===== config.mk =====
export PLATFORM = sky130hd
export DESIGN_NAME = osc_cal_seq
export DESIGN_NICKNAME = d
export VERILOG_FILES = /design/src/rtl/osc_cal_pkg.sv /design/src/rtl/osc_cal_tmr.sv /design/src/rtl/osc_cal_strobe.sv /design/src/rtl/osc_cal_seq.sv
export SDC_FILE = /design/constraint.sdc
export NUM_CORES = 1
export LEC_CHECK = 0
export ABC_AREA = 1
export BUFFER_PORTS_ARGS = -buffer_cell sky130_fd_sc_hd__buf_2
export CAP_MARGIN = 20
export CORE_ASPECT_RATIO = 1.25
export CORE_UTILIZATION = 56
export CTS_BUF_LIST = sky130_fd_sc_hd__clkbuf_4 sky130_fd_sc_hd__clkbuf_8
export DETAILED_ROUTE_END_ITERATION = 8
export PLACE_DENSITY = 0.84
export SLEW_MARGIN = 20
export SYNTH_ARGS = -nofsm -noshare
export SYNTH_HDL_FRONTEND = slang
export SYNTH_HIERARCHICAL = 1
export SYNTH_SLANG_ARGS = --single-unit

===== constraint.sdc =====
create_clock -name clk -period 4.1 [get_ports clk]
set_input_delay 0.41 -clock clk [delete_from_list [all_inputs] [get_ports clk]]
set_output_delay 0.41 -clock clk [all_outputs]
set_load 0.05 [all_outputs]

===== src/rtl/osc_cal_pkg.sv =====
package osc_cal_pkg;

    typedef enum logic [3:0] {
        ST_IDLE, ST_TAKE, ST_WAIT_SMPH, ST_CNT_ON, ST_REF_OFF, ST_REF_ON,
        ST_ARM, ST_RUN, ST_WAIT_DONE, ST_CLEAN, ST_RELEASE
    } cal_state_e;

    typedef enum logic [1:0] {
        PH_NONE = 2'd0,
        PH_LF   = 2'd1,
        PH_HF1  = 2'd2,
        PH_HF2  = 2'd3
    } cal_phase_e;

    localparam int          EVT_W        = 2;
    localparam logic [1:0]  EVT_NONE     = 2'b00;
    localparam logic [1:0]  EVT_AUTOTAKE = 2'b01;
    localparam logic [1:0]  EVT_MEAS     = 2'b10;

    function automatic logic in_window(input logic [31:0] v,
                                       input logic [31:0] lo,
                                       input logic [31:0] hi);
        return (v >= lo) && (v <= hi);
    endfunction

endpackage


===== src/rtl/osc_cal_tmr.sv =====
module osc_cal_tmr #(
    parameter int TMO_W = 16
) (
    input  logic             clk,
    input  logic             rst,
    input  logic             restart,
    input  logic             active,
    input  logic [TMO_W-1:0] limit,
    output logic             expired
);
    localparam logic [TMO_W-1:0] CNT_MAX = {TMO_W{1'b1}};

    logic [TMO_W-1:0] cnt_q;

    always_ff @(posedge clk) begin
        if (rst || restart) begin
            cnt_q <= '0;
        end else if (active && cnt_q != CNT_MAX) begin
            cnt_q <= cnt_q + 1'b1;
        end
    end

    assign expired = active && (limit != '0) && (cnt_q >= limit);

endmodule


===== src/rtl/osc_cal_strobe.sv =====
module osc_cal_strobe
    import osc_cal_pkg::*;
#(
    parameter int RES_W = 24
) (
    input  logic             clk,
    input  logic             rst,
    input  logic             fire,
    input  cal_phase_e       tag_in,
    input  logic [RES_W-1:0] data_in,
    output logic             valid,
    output logic [1:0]       tag,
    output logic [RES_W-1:0] data
);
    always_ff @(posedge clk) begin
        if (rst) begin
            valid <= 1'b0;
            tag   <= PH_NONE;
            data  <= '0;
        end else begin
            valid <= fire;
            if (fire) begin
                tag  <= tag_in;
                data <= data_in;
            end
        end
    end

    AST_STROBE_SINGLE: assert property (@(posedge clk) disable iff (rst)
        valid |=> !valid) else $error("strobe longer than one cycle");

    AST_STROBE_TAGGED: assert property (@(posedge clk) disable iff (rst)
        valid |-> tag != PH_NONE) else $error("strobe without phase tag");

endmodule


===== src/rtl/osc_cal_seq.sv =====
module osc_cal_seq
    import osc_cal_pkg::*;
#(
    parameter int RES_W      = 24,
    parameter int CNT_W      = 8,
    parameter int TMO_W      = 16,
    parameter int LF_PERIODS = 32,
    parameter int HF_PERIODS = 1,
    parameter int WIN_LO     = 1535,
    parameter int WIN_HI     = 1537
) (
    input  logic             clk,
    input  logic             rst,
    input  logic             start_req,
    input  logic             lf_en,
    input  logic             hf_en,
    input  logic             smph_grant,
    input  logic             smph_autotake_done,
    input  logic             cnt_clk_ack,
    input  logic             ref_clk_ack,
    input  logic             meas_done,
    input  logic [RES_W-1:0] meas_result,
    input  logic [TMO_W-1:0] timeout_limit,
    output logic             busy,
    output logic             smph_take,
    output logic             smph_autotake_arm,
    output logic             smph_release,
    output logic             cnt_clk_req,
    output logic             ref_clk_req,
    output logic             ref_sel,
    output logic [CNT_W-1:0] period_count,
    output logic             meas_clear,
    output logic             meas_run,
    output logic [EVT_W-1:0] evt_mask,
    output logic             res_valid,
    output logic [1:0]       res_tag,
    output logic [RES_W-1:0] res_data,
    output logic             timeout_err
);
    localparam logic [CNT_W-1:0] LF_CNT = CNT_W'(LF_PERIODS);
    localparam logic [CNT_W-1:0] HF_CNT = CNT_W'(HF_PERIODS);
    localparam logic [31:0]      LO32   = 32'(WIN_LO);
    localparam logic [31:0]      HI32   = 32'(WIN_HI);

    cal_state_e st_q, st_d;
    cal_phase_e phase_q;
    logic       lf_q, hf_q;
    logic       cnt_req_q, ref_req_q, sel_q, err_q;
    logic [CNT_W-1:0] per_q;
    logic       wait_act, tmo, fire, hf_ok, quiet;

    assign hf_ok = in_window(32'(meas_result), LO32, HI32);
    assign quiet = !cnt_req_q && !ref_req_q && !cnt_clk_ack && !ref_clk_ack;

    // cycles spent waiting on an external condition
    always_comb begin
        unique case (st_q)
            ST_CNT_ON:    wait_act = !cnt_clk_ack;
            ST_REF_OFF:   wait_act = ref_clk_ack;
            ST_REF_ON:    wait_act = !ref_clk_ack;
            ST_WAIT_DONE: wait_act = !meas_done;
            ST_CLEAN:     wait_act = !quiet;
            default:      wait_act = 1'b0;
        endcase
    end

    osc_cal_tmr #(.TMO_W(TMO_W)) u_tmr (
        .clk     (clk),
        .rst     (rst),
        .restart (st_d != st_q),
        .active  (wait_act),
        .limit   (timeout_limit),
        .expired (tmo)
    );

    always_comb begin
        st_d              = st_q;
        smph_take         = 1'b0;
        smph_autotake_arm = 1'b0;
        smph_release      = 1'b0;
        meas_clear        = 1'b0;
        meas_run          = 1'b0;
        fire              = 1'b0;
        unique case (st_q)
            ST_IDLE: begin
                if (start_req && (lf_en || hf_en)) st_d = ST_TAKE;
            end
            ST_TAKE: begin
                smph_take = 1'b1;
                if (smph_grant) begin
                    st_d = ST_CNT_ON;
                end else begin
                    smph_autotake_arm = 1'b1;
                    st_d = ST_WAIT_SMPH;
                end
            end
            ST_WAIT_SMPH: begin
                if (smph_autotake_done) st_d = ST_CNT_ON;
            end
            ST_CNT_ON: begin
                if (cnt_clk_ack) st_d = ST_REF_OFF;
                else if (tmo)    st_d = ST_CLEAN;
            end
            ST_REF_OFF: begin
                if (!ref_clk_ack) st_d = ST_REF_ON;
                else if (tmo)     st_d = ST_CLEAN;
            end
            ST_REF_ON: begin
                if (ref_clk_ack) st_d = ST_ARM;
                else if (tmo)    st_d = ST_CLEAN;
            end
            ST_ARM: begin
                meas_clear = 1'b1;
                st_d = ST_RUN;
            end
            ST_RUN: begin
                meas_run = 1'b1;
                st_d = ST_WAIT_DONE;
            end
            ST_WAIT_DONE: begin
                if (meas_done) begin
                    fire = 1'b1;
                    unique case (phase_q)
                        PH_LF:   st_d = hf_q  ? ST_REF_OFF : ST_CLEAN;
                        PH_HF1:  st_d = hf_ok ? ST_CLEAN   : ST_REF_OFF;
                        default: st_d = ST_CLEAN;
                    endcase
                end else if (tmo) begin
                    st_d = ST_CLEAN;
                end
            end
            ST_CLEAN: begin
                if (quiet || tmo) st_d = ST_RELEASE;
            end
            ST_RELEASE: begin
                smph_release = 1'b1;
                st_d = ST_IDLE;
            end
            default: st_d = ST_IDLE;
        endcase
    end

    always_ff @(posedge clk) begin
        if (rst) begin
            st_q      <= ST_IDLE;
            phase_q   <= PH_NONE;
            lf_q      <= 1'b0;
            hf_q      <= 1'b0;
            cnt_req_q <= 1'b0;
            ref_req_q <= 1'b0;
            sel_q     <= 1'b0;
            per_q     <= '0;
            err_q     <= 1'b0;
        end else begin
            st_q <= st_d;
            if (st_q == ST_IDLE && st_d == ST_TAKE) begin
                lf_q  <= lf_en;
                hf_q  <= hf_en;
                err_q <= 1'b0;
            end
            if ((st_q == ST_TAKE && smph_grant) ||
                (st_q == ST_WAIT_SMPH && smph_autotake_done)) begin
                cnt_req_q <= 1'b1;
            end
            if (st_q == ST_CNT_ON && cnt_clk_ack) begin
                phase_q <= lf_q ? PH_LF : PH_HF1;
            end
            if (st_q == ST_REF_OFF && !ref_clk_ack) begin
                sel_q     <= (phase_q == PH_LF);
                ref_req_q <= 1'b1;
            end
            if (st_q == ST_ARM) begin
                per_q <= (phase_q == PH_LF) ? LF_CNT : HF_CNT;
            end
            if (st_q == ST_WAIT_DONE && meas_done && st_d == ST_REF_OFF) begin
                phase_q   <= (phase_q == PH_LF) ? PH_HF1 : PH_HF2;
                ref_req_q <= 1'b0;
            end
            if (tmo) begin
                err_q <= 1'b1;
            end
            if (st_q == ST_CLEAN) begin
                cnt_req_q <= 1'b0;
                ref_req_q <= 1'b0;
            end
            if (st_q == ST_RELEASE) begin
                phase_q <= PH_NONE;
            end
        end
    end

    always_comb begin
        unique case (st_q)
            ST_WAIT_SMPH:          evt_mask = EVT_AUTOTAKE;
            ST_RUN, ST_WAIT_DONE:  evt_mask = EVT_MEAS;
            default:               evt_mask = EVT_NONE;
        endcase
    end

    assign busy         = (st_q != ST_IDLE);
    assign cnt_clk_req  = cnt_req_q;
    assign ref_clk_req  = ref_req_q;
    assign ref_sel      = sel_q;
    assign period_count = per_q;
    assign timeout_err  = err_q;

    osc_cal_strobe #(.RES_W(RES_W)) u_strobe (
        .clk     (clk),
        .rst     (rst),
        .fire    (fire),
        .tag_in  (phase_q),
        .data_in (meas_result),
        .valid   (res_valid),
        .tag     (res_tag),
        .data    (res_data)
    );

    AST_IGNORE_DISABLED: assert property (@(posedge clk) disable iff (rst)
        (!busy && start_req && !lf_en && !hf_en) |=> !busy)
        else $error("pass accepted with both phases disabled");

    AST_ARM_ONLY_UNGRANTED: assert property (@(posedge clk) disable iff (rst)
        smph_autotake_arm |-> !smph_grant)
        else $error("auto-take armed despite grant");

    AST_SEL_QUIET: assert property (@(posedge clk) disable iff (rst)
        (ref_sel != $past(ref_sel)) |-> (!$past(ref_clk_req) && !$past(ref_clk_ack)))
        else $error("reference switched during handshake");

    AST_REF_AFTER_CNT: assert property (@(posedge clk) disable iff (rst)
        $rose(ref_clk_req) |-> cnt_clk_req)
        else $error("reference requested without counter clock");

    AST_CLEAR_BEFORE_RUN: assert property (@(posedge clk) disable iff (rst)
        meas_run |-> $past(meas_clear))
        else $error("run without prior clear");

    AST_RUN_PERIODS: assert property (@(posedge clk) disable iff (rst)
        meas_run |-> (ref_sel ? (period_count == LF_CNT) : (period_count == HF_CNT)))
        else $error("period count does not match reference");

    AST_RELEASE_QUIET: assert property (@(posedge clk) disable iff (rst)
        smph_release |-> (!cnt_clk_req && !ref_clk_req && evt_mask == EVT_NONE))
        else $error("release with a clock request still up");

    AST_RELEASE_ENDS: assert property (@(posedge clk) disable iff (rst)
        smph_release |=> !busy)
        else $error("busy held after release");

endmodule


* Word-level counts from Yosys, hierarchy flattened
Index checks and enable logic that the tools add are counted.
** Word-level totals
- Register bits :: 63
- Bits of input ports :: 50
- Output and inout port bits :: 47
- Logic and storage cells :: 97
** Operators by class
- Add/sub/neg operators :: 1
- Magnitude comparators :: 3
- Eq/ne operators :: 16
- Mux-type cells :: 30
- Reductions and logical operators :: 34
** Operator list (count)
- 4-bit 2-to-1 mux :: 10
- 4-bit one-hot mux with 10 select lines :: 1
- 24-bit by 11-bit >= comparator with 1-bit output, second input constant :: 1
- 24-bit by 11-bit <= comparator with 1-bit output, second input constant :: 1
- 4-bit by 3-bit equality test with 1-bit output, second input constant :: 5
- 16-bit by 1-bit adder with 16-bit output, second input constant :: 1
- 16-bit >= comparator :: 1
- 16-bit != test, second input constant :: 1
- 16-bit nonzero test :: 1
- 1-bit logical AND :: 15
- 4-bit equality test, second input constant :: 3
- 1-bit 2-to-1 mux :: 12
- 4-bit by 1-bit equality test with 1-bit output, second input constant :: 2
- 4-bit by 2-bit equality test with 1-bit output, second input constant :: 2
- 4-bit one-hot mux with 2 select lines :: 1
- 1-bit zero test :: 6
- 2-bit 2-to-1 mux :: 3
- 6-bit 2-to-1 mux :: 1
- 2-bit OR reduction :: 3
- 1-bit one-hot mux with 5 select lines :: 1
- 4-bit zero test :: 1
- 1-bit logical OR :: 4
- 4-bit != test :: 1
- 2-bit one-hot mux with 2 select lines :: 1
- other kinds (5) :: 6

* Depth between registers and ports, before layout
Gate-level depths: netlist (run 1).
- Depth in word-level cells :: 15
- Mapped depth :: 22
- Mapped depth without buffers :: 22

* Modules after synthesis
The synthesis (run 1) kept the hierarchy.
** Modules (own cells, without submodules)
- osc_cal_tmr :: times used 1, cells each 217, area each 1367.6 um^2, seq. area each 320.3 um^2
- osc_cal_seq :: times used 1, cells each 197, area each 1204.9 um^2, seq. area each 280.3 um^2
- osc_cal_strobe :: times used 1, cells each 168, area each 1129.8 um^2, seq. area each 540.5 um^2

* Worst setup path before layout (run 1)
OpenSTA, ideal clock, no wires.
- Path type :: register to register
- From :: register ref_req_q, in the netlist ref_clk_req
- To :: register u_tmr.cnt_q[0]
- Setup time :: 0.073 ns
- Arrival time :: 2.784 ns
- Required time :: 4.027 ns
- Path slack :: 1.242 ns
- Cell stages (with the launch flop) :: 17
- Path buffers :: 0
- Period minus slack after synthesis :: 2.858 ns
- Cells stage by stage :: dfxtp_1 -> nor2_1 -> nand3_1 -> inv_1 -> o221ai_1 -> nand2_1 -> a21oi_1 -> nor2_1 -> o21bai_1 -> nand3_2 -> nor2_4 -> nand2_2 -> xor2_1 -> nand3_1 -> nor2_1 -> clkinv_1 -> a21oi_1
** Between the ends
- Longest elaborated chain between the ends :: 13
- Elaborated cells on any way between the ends :: 19
- Classes of those cells :: eq/ne (1); mux (8); reduce/logical (10)
** RTL lines
- start: declaration :: line osc_cal_seq.sv:48 : logic cnt_req_q, ref_req_q, sel_q, err_q;
- start signal: assignment :: line osc_cal_seq.sv:150 : ref_req_q <= 1'b0;
- start signal: assignment :: line osc_cal_seq.sv:170 : ref_req_q <= 1'b1;
- start signal: assignment :: line osc_cal_seq.sv:177 : ref_req_q <= 1'b0;
- 1-bit zero test * :: line osc_cal_seq.sv:53 : assign quiet = !cnt_req_q && !ref_req_q && !cnt_clk_ack && !ref_clk_ack;
- 1-bit logical AND * (3 in series) :: line osc_cal_seq.sv:53
- 1-bit zero test * :: line osc_cal_seq.sv:62 : ST_CLEAN: wait_act = !quiet;
- 1-bit one-hot mux with 5 select lines * :: line osc_cal_seq.sv:57 : unique case (st_q)
- net wait_act :: line osc_cal_seq.sv:50 : logic wait_act, tmo, fire, hf_ok, quiet;
- 1-bit logical AND * (2 in series) :: line osc_cal_tmr.sv:23 : assign expired = active && (limit != '0) && (cnt_q >= limit);
- net tmo :: line osc_cal_seq.sv:50
- 4-bit 2-to-1 mux or 1-bit logical OR (tied branches)
- 4-bit 2-to-1 mux (on tied branches)
- 4-bit one-hot mux with 10 select lines * :: line osc_cal_seq.sv:84 : unique case (st_q)
- 4-bit != test * :: line osc_cal_seq.sv:70 : .restart (st_d != st_q),
- 1-bit logical OR * :: line osc_cal_tmr.sv:16 : if (rst || restart) begin
- end signal: assignment :: line osc_cal_tmr.sv:19 : cnt_q <= cnt_q + 1'b1;
- end: declaration :: line osc_cal_tmr.sv:13 : logic [TMO_W-1:0] cnt_q;
Mark *: on every way through the listed nets, which the timed path passes. The rest lies on a longest branch.
A chain may end at the register's enable or synchronous reset.

* Final worst setup path (run 1)
- From :: register st_q[3]
- To :: register u_tmr.cnt_q[5]
** Between the ends
- Longest elaborated chain between the ends :: 9
- Elaborated cells on any way between the ends :: 26
- Classes of those cells :: eq/ne (10); mux (10); reduce/logical (6)
** RTL lines
- start: declaration :: line osc_cal_seq.sv:45 : cal_state_e st_q, st_d;
- start signal: assignment :: line osc_cal_seq.sv:155 : st_q <= st_d;
- 4-bit equality test, or another cell as far along :: line osc_cal_seq.sv:57
- 1-bit one-hot mux with 5 select lines * :: line osc_cal_seq.sv:57
- net wait_act :: line osc_cal_seq.sv:50
- 1-bit logical AND * (2 in series) :: line osc_cal_tmr.sv:23
- net tmo :: line osc_cal_seq.sv:50
- 4-bit 2-to-1 mux or 1-bit logical OR (tied branches)
- 4-bit 2-to-1 mux (on tied branches)
- 4-bit one-hot mux with 10 select lines * :: line osc_cal_seq.sv:84
- 4-bit != test * :: line osc_cal_seq.sv:70
- 1-bit logical OR * :: line osc_cal_tmr.sv:16
Marks and branches as above.

==> results of run 1 <==
Yosys cell counts:
cell type,count,area (µm²)
inv_1,87,327
nor2_2,12,75.1
nand3_2,3,30.0
nand3_1,27,135
clkbuf_1,1,3.75
nand4_1,8,50.1
a21oi_2,2,17.5
o21ai_0,10,50.1
inv_2,8,30.0
nand2_1,151,567
nor4_1,3,18.8
xnor2_1,3,26.3
nor3_1,6,30.0
nor2_4,4,45.0
buf_2,1,5.00
dfxtp_1,57,1140
a21oi_1,25,125
conb_1,1,3.75
clkinv_8,1,16.3
clkinv_1,1,3.75
or2_1,1,6.26
o221ai_1,1,8.76
nand2_2,9,56.3
a211oi_1,1,7.51
ha_1,19,238
buf_6,8,90.1
buf_4,8,60.1
nor2_1,110,413
xor2_1,5,43.8
o21bai_1,2,15.0
o211ai_1,1,7.51
o21a_1,1,7.51
nand3b_1,2,15.0
nand2_4,3,33.8
worst max-delay path: stages, from the launching register on:
cell,delay [ps]
dfxtp_1,370
inv_2,90
nor2_1,130
inv_1,90
nor2_2,130
inv_1,110
o221ai_1,330
nand2_1,90
a21oi_1,320
inv_1,150
nand4_1,110
o211ai_1,130
xor2_1,180
nor3_1,150
nand3_1,100
nor2_1,440
clkinv_1,390
a21oi_1,210
flip-flops by register name (all words and copies together) (netlist names):
| name | count |
|---|---|
| cnt_clk_req | 1 |
| hf_q | 1 |
| lf_q | 1 |
| period_count | 2 |
| phase_q | 2 |
| ref_clk_req | 1 |
| ref_sel | 1 |
| st_q | 4 |
| timeout_err | 1 |
| u_strobe/data | 24 |
| u_strobe/tag | 2 |
| u_strobe/valid | 1 |
| u_tmr/cnt_q | 16 |
power by group:
group          switching (mW)  internal (mW)
Combinational           0.252          0.107
Sequential             0.0186          0.568
Clock                   0.227          0.364
Total                   0.497           1.04
metal layers:
layer,track usage,up-vias,share of wire
li1,-,1938,-
met3,0.0544,16,0.042
met2,0.465,109,0.51
met1,0.292,1683,0.42
met5,0,-,0
met4,0.0912,0,0.019
logic make-up after synthesis:
kind of cell | share of synthesized area
AO/OA/AOI/OAI | 0.0646
XOR/XNOR | 0.0189
adder cells (fa/ha/maj) | 0.0642
buffers and inverters | 0.145
flip-flops | 0.308
other | 0.00101
AND/OR/NAND/NOR | 0.398
through the flow:
stage               instances  power (mW)  setup slack, ps
floorplan                 587       0.881             1240
global placement          745       0.951              755
detailed placement        745       0.955              598
CTS                       761        1.55              547
global route              761        1.61              202
finish                    761        1.54              521
worst min path at each step:
stage          slack (ps)                            to  cells after the start
2_1_floorplan         440             hf_q$_SDFFE_PP0P_                      2
3_3_place_gp          450  period_count[5]$_SDFFE_PP0P_                      2
3_5_place_dp          460          ref_sel$_SDFFE_PP0P_                      2
4_1_cts               310             lf_q$_SDFFE_PP0P_                      3
5_1_grt               330             lf_q$_SDFFE_PP0P_                      3
6_report              320             lf_q$_SDFFE_PP0P_                      3
placed cells by master (no fill, tap or decap):
master	netlist	routed
a21oi_2	2	2
a211oi_1	1	1
clkinv_8	1	1
nand2_2	9	9
nor2_1	110	110
clkbuf_8	0	10
or2_1	1	1
nand3_2	3	3
o21ai_0	10	10
nand4_1	8	8
nor4_1	3	3
nand3_1	27	27
clkbuf_4	0	1
clkinv_1	1	1
nand2_1	151	151
bufinv_16	0	2
clkinv_2	0	2
o221ai_1	1	1
o21bai_1	2	2
buf_4	8	1
ha_1	19	19
o211ai_1	1	1
buf_2	1	90
inv_1	87	87
nor3_1	6	6
nor2_2	12	11
xnor2_1	3	3
a21oi_1	25	25
dfxtp_1	57	57
clkinv_4	0	1
nand3b_1	2	2
xor2_1	5	5
inv_2	8	8
nor2_4	4	5
o21a_1	1	1
nand2_4	3	3
conb_1	1	6
final cells by class:
class	count	area [µm²]
multi-input cells	415	2050
fillers	569	1930
flip-flops and latches	57	1140
repair buffers	91	458
inverters	97	377
clock buffers	11	145
well taps	85	106
clock inverters	5	78.8
==> results.toml, run 1 <==
[status]
status = "finished clean"

[clock_tree]
cts_root_buffer = "clkbuf_8"
clk_pin_slew_worst_paths_ps = 60
post_cts_resized = 0
clkSinkCount = 57
clock_path_buffers = 2
cts_made_buffers = 9
cts_setup_buffers = 0
cts_hold_buf = 0
cts_tree = "done"
cts_max_level = 3
clk_latency_ps = 340

[route]
viasPerCell = 4.92
drc = 0
ant_nets = 0
drt_pass1_iterations = 4
routedWlPerCell_um = 11.1
drt_iter0_drc = 212
num_vias = 3746
wl_um = 8460

[worst_setup_path]
critPathKind = "reg -> reg"
crit_path_max_fanout = 9
r2r-start = "st_q[3]$_SDFF_PP0_"
crit_end = "u_tmr/cnt_q[5]$_SDFFE_PP0P_"
crit_required_ps = 4360
rrSetupSlack_ps = 520
reg2reg_to = "u_tmr/cnt_q[5]$_SDFFE_PP0P_"
start_kind = "register"
crit_path_start = "st_q[3]$_SDFF_PP0_"
cp.arrival_ps = 3830
rr_worst_depth = 17
worstSetupEndpointType = "register"

[timing]
fin_crit_sh = 0.873
max_slew_margin = 0.647
finClkSkew_ps = 6.88
timing_hold_violations_final = 0
rsz0062_at_grt = "false"
hold_ws_ps = 318
layout_min_cycle_time_ps = 3580
worst_pin_slew_ps = 527
finalSetupViolCount = 0
fmax_mhz = 279
setup-tns-final_ps = 0
slew_viol_final = 0

[cells_and_area]
area_growth_pct = 17.6
utilization = 0.693
diodes = 0
design_area_um2 = 4360
nets = 740
drive_gt1_frac = 0.220

[floorplanning]
num_rows = 32
die_area_um2 = 6940
core_area_um2 = 6290
die_h_um = 92.9
initial_core_util = 0.589
die_x_um = 74.7
io_pins = 97

[global_route]
grt_pass1_vias = 3478
grt_pass1_wl_um = 14100
gr-total-overflow = 0
grt_usage = 0.259
antenna_found_initial = 0
grt_max_degree = 54

[synthesis]
syn_inst = 582
syn-cell-area_um2 = 3700
syn_area_per_cell_um2 = 6.36
synth_cell_types = 34
synth-seq-cells = 57
ys_seq_area_frac = 0.308
ys.warnings.count = 6

[power_and_ir_drop]
p_leak_nw = 2.29
powerDensity_nw_per_um2 = 353
ir_drop_uv = 335

[worst_hold_path]
hold_path.startpoint = "lf_en"
hold_class = "in -> reg"

[run]
maxCapViolCount = 0

[placed_design]
hpwl_um = 6600
port_buffers = 90
postPlaceCellArea_um2 = 4130
gp_congestion = 0.979
Note: power is estimated with default switching activity, not from simulation.
==> inputs of run 2 (changes only) <==
--- a/config.mk
+++ b/config.mk
@@ -9,10 +9,10 @@
 export BUFFER_PORTS_ARGS = -buffer_cell sky130_fd_sc_hd__buf_2
 export CAP_MARGIN = 20
 export CORE_ASPECT_RATIO = 1.25
-export CORE_UTILIZATION = 56
+export CORE_UTILIZATION = 50
 export CTS_BUF_LIST = sky130_fd_sc_hd__clkbuf_4 sky130_fd_sc_hd__clkbuf_8
 export DETAILED_ROUTE_END_ITERATION = 8
-export PLACE_DENSITY = 0.84
+export PLACE_DENSITY = 0.76
 export SLEW_MARGIN = 20
 export SYNTH_ARGS = -nofsm -noshare
 export SYNTH_HDL_FRONTEND = slang
==> run 2 against run 1 <==
  * Global-route usage decreased by 3.0 points
  * Critical path depth did not move
  * Highest routed layer unchanged
  * Critical endpoint is now u_tmr/cnt_q[6]$_SDFFE_PP0P_
  * Maximum frequency increased by 0.16%
  * Clock skew barely moved
  * Largest power group unchanged
  * Largest cell class unchanged
  * Setup slack better by 5.6 ps
  * Critical path type unchanged
  * First-iteration DRC count down 35%
==> results.toml, run 2 (synthesis gave the netlist of run 1 again) <==
[power_and_ir_drop]
p_sw_frac = 0.313
ir_drop_uv = 314
pwr-share-comb = 0.228
switching_power_mw = 0.489
p_int_mw = 1.07
powerDensity_nw_per_um2 = 358
p_leak_nw = 2.29
pwr-share-clk = 0.396
seq_power_share = 0.376

[global_route]
gr-total-overflow = 0
grt_usage = 0.229
antenna_found_initial = 0
grt_max_degree = 54
grt_pass1_wl_um = 14200
grt_pass1_vias = 3372

[floorplanning]
die_x_um = 79.0
io_pins = 97
die_h_um = 98.2
initial_core_util = 0.524
die_area_um2 = 7750
num_rows = 34
core_area_um2 = 7060

[route]
drt_iter0_drc = 138
routedWlPerCell_um = 11.0
drt_pass1_iterations = 4
num_vias = 3620
ant_nets = 0
wl_um = 8400
drc = 0
viasPerCell = 4.73

[worst_setup_path]
reg2reg_to = "u_tmr/cnt_q[6]$_SDFFE_PP0P_"
cp_slowest_cell = "nor2_1"
rrSetupSlack_ps = 530
start_kind = "register"
path_buf_inv = 5
crit_chain = "inv_2 -> nor2_1 -> inv_1 -> nor2_2 -> inv_1 -> o221ai_1 -> nand2_1 -> a21oi_1 -> inv_1 -> nand4_1 -> o211ai_1 -> xor2_1 -> nor3_1 -> nand3_1 -> nor2_1 -> clkinv_1 -> a21oi_1"
crit_path_max_fanout = 9
critPathMostFrequentCell = "inv_1"
critPathKind = "reg -> reg"
worstSetupEndpointType = "register"
r2r-start = "st_q[3]$_SDFF_PP0_"
crit_required_ps = 4350
cp.arrival_ps = 3830
critical_path.top_delay_family = "simple AND/OR/NAND/NOR gates"
rr_worst_depth = 17
cpPeakStageDelay_ps = 430

[worst_hold_path]
hold_class = "in -> reg"
min_to = "lf_q$_SDFFE_PP0P_"
min_path_cells = 3
hold_path.startpoint = "lf_en"

[clock_tree]
clkSinkCount = 57
cts_made_buffers = 9
cts_root_buffer = "clkbuf_8"
cts_tree = "done"
cts_setup_buffers = 0
clk_latency_ps = 330
post_cts_resized = 0
clk_pin_slew_worst_paths_ps = 60
cts_max_level = 3
cts_hold_buf = 0
clock_path_buffers = 2

[timing]
worst_pin_slew_ps = 525
layout_min_cycle_time_ps = 3570
finClkSkew_ps = 6.59
rsz0062_at_grt = "false"
slew_viol_final = 0
max_slew_margin = 0.649
fin_crit_sh = 0.872
fmax_mhz = 280
hold_ws_ps = 341
setup-tns-final_ps = 0
timing_hold_violations_final = 0
finalSetupViolCount = 0

[cells_and_area]
layout_common_cells = "nand2_1 (151), nor2_1 (110), buf_2 (90), inv_1 (87), dfxtp_1 (57)"
diodes = 0
register_area_um2 = 1140
multi_input_area_um2 = 2050
final_common_cell = "nand2_1"
drive_gt1_frac = 0.219
largest_register_ffs = 24
regMostFlops = "u_strobe/data"
area_growth_pct = 18.0
top_regs = "u_strobe/data: 24 flops, u_tmr/cnt_q: 16 flops, st_q: 4 flops"
nets = 740
fillCellCount = 717

[run]
maxCapViolCount = 0

[status]
status = "finished clean"

[placed_design]
hpwl_um = 6620
port_buffers = 90
gp_congestion = 0.897
## run 2: worst min-delay path: stages
cell,delay (ps)
buf_2,90
nor2_1,40
nor2_1,90
## run 2: metal layers
metal  vias up  wire (µm)  GRT usage
met5         -          0          0
met3        12        341     0.0430
met1      1575       3630      0.268
li1       1948          -          -
met4         0        148     0.0937
met2        85       4280      0.405
## run 2: power by group through the flow
stage | sequential, mW | clock (mW) | combinational [mW]
3_3_place_gp | 0.600 | 0 | 0.353
5_1_grt | 0.590 | 0.661 | 0.392
3_5_place_dp | 0.600 | 0 | 0.355
4_1_cts | 0.588 | 0.635 | 0.357
6_report | 0.588 | 0.620 | 0.356
2_1_floorplan | 0.601 | 0 | 0.279
## run 2: cell type report
cell class	instances	area share
timing repair buffer	91	0.105
tap	90	0.0258
multi-input combinational	415	0.469
inverter	97	0.0862
clock buffer	9	0.0284
clock inverter	6	0.0246
sequential	57	0.261
## run 2: stage by stage
step	util	instance area, µm²	setup WS, ps	instances	total power [mW]
floorplan	-	3720	1240	587	0.881
global placement	0.586	4140	722	750	0.953
detailed placement	0.586	4140	532	750	0.955
CTS	0.619	4370	485	765	1.58
global route	0.619	4370	72.3	765	1.64
finish	0.619	4370	527	765	1.56
## run 2: worst max-delay path by stage
stage,start,end,cells past startpoint
finish,st_q[3]$_SDFF_PP0_,u_tmr/cnt_q[6]$_SDFFE_PP0P_,17
global route,st_q[3]$_SDFF_PP0_,u_tmr/cnt_q[2]$_SDFFE_PP0P_,17
CTS,st_q[3]$_SDFF_PP0_,u_tmr/cnt_q[6]$_SDFFE_PP0P_,17
detailed placement,st_q[3]$_SDFF_PP0_,u_tmr/cnt_q[6]$_SDFFE_PP0P_,17
global placement,st_q[1]$_SDFF_PP0_,u_tmr/cnt_q[9]$_SDFFE_PP0P_,17
floorplan,ref_clk_req$_SDFFE_PP0P_,u_tmr/cnt_q[0]$_SDFFE_PP0P_,16
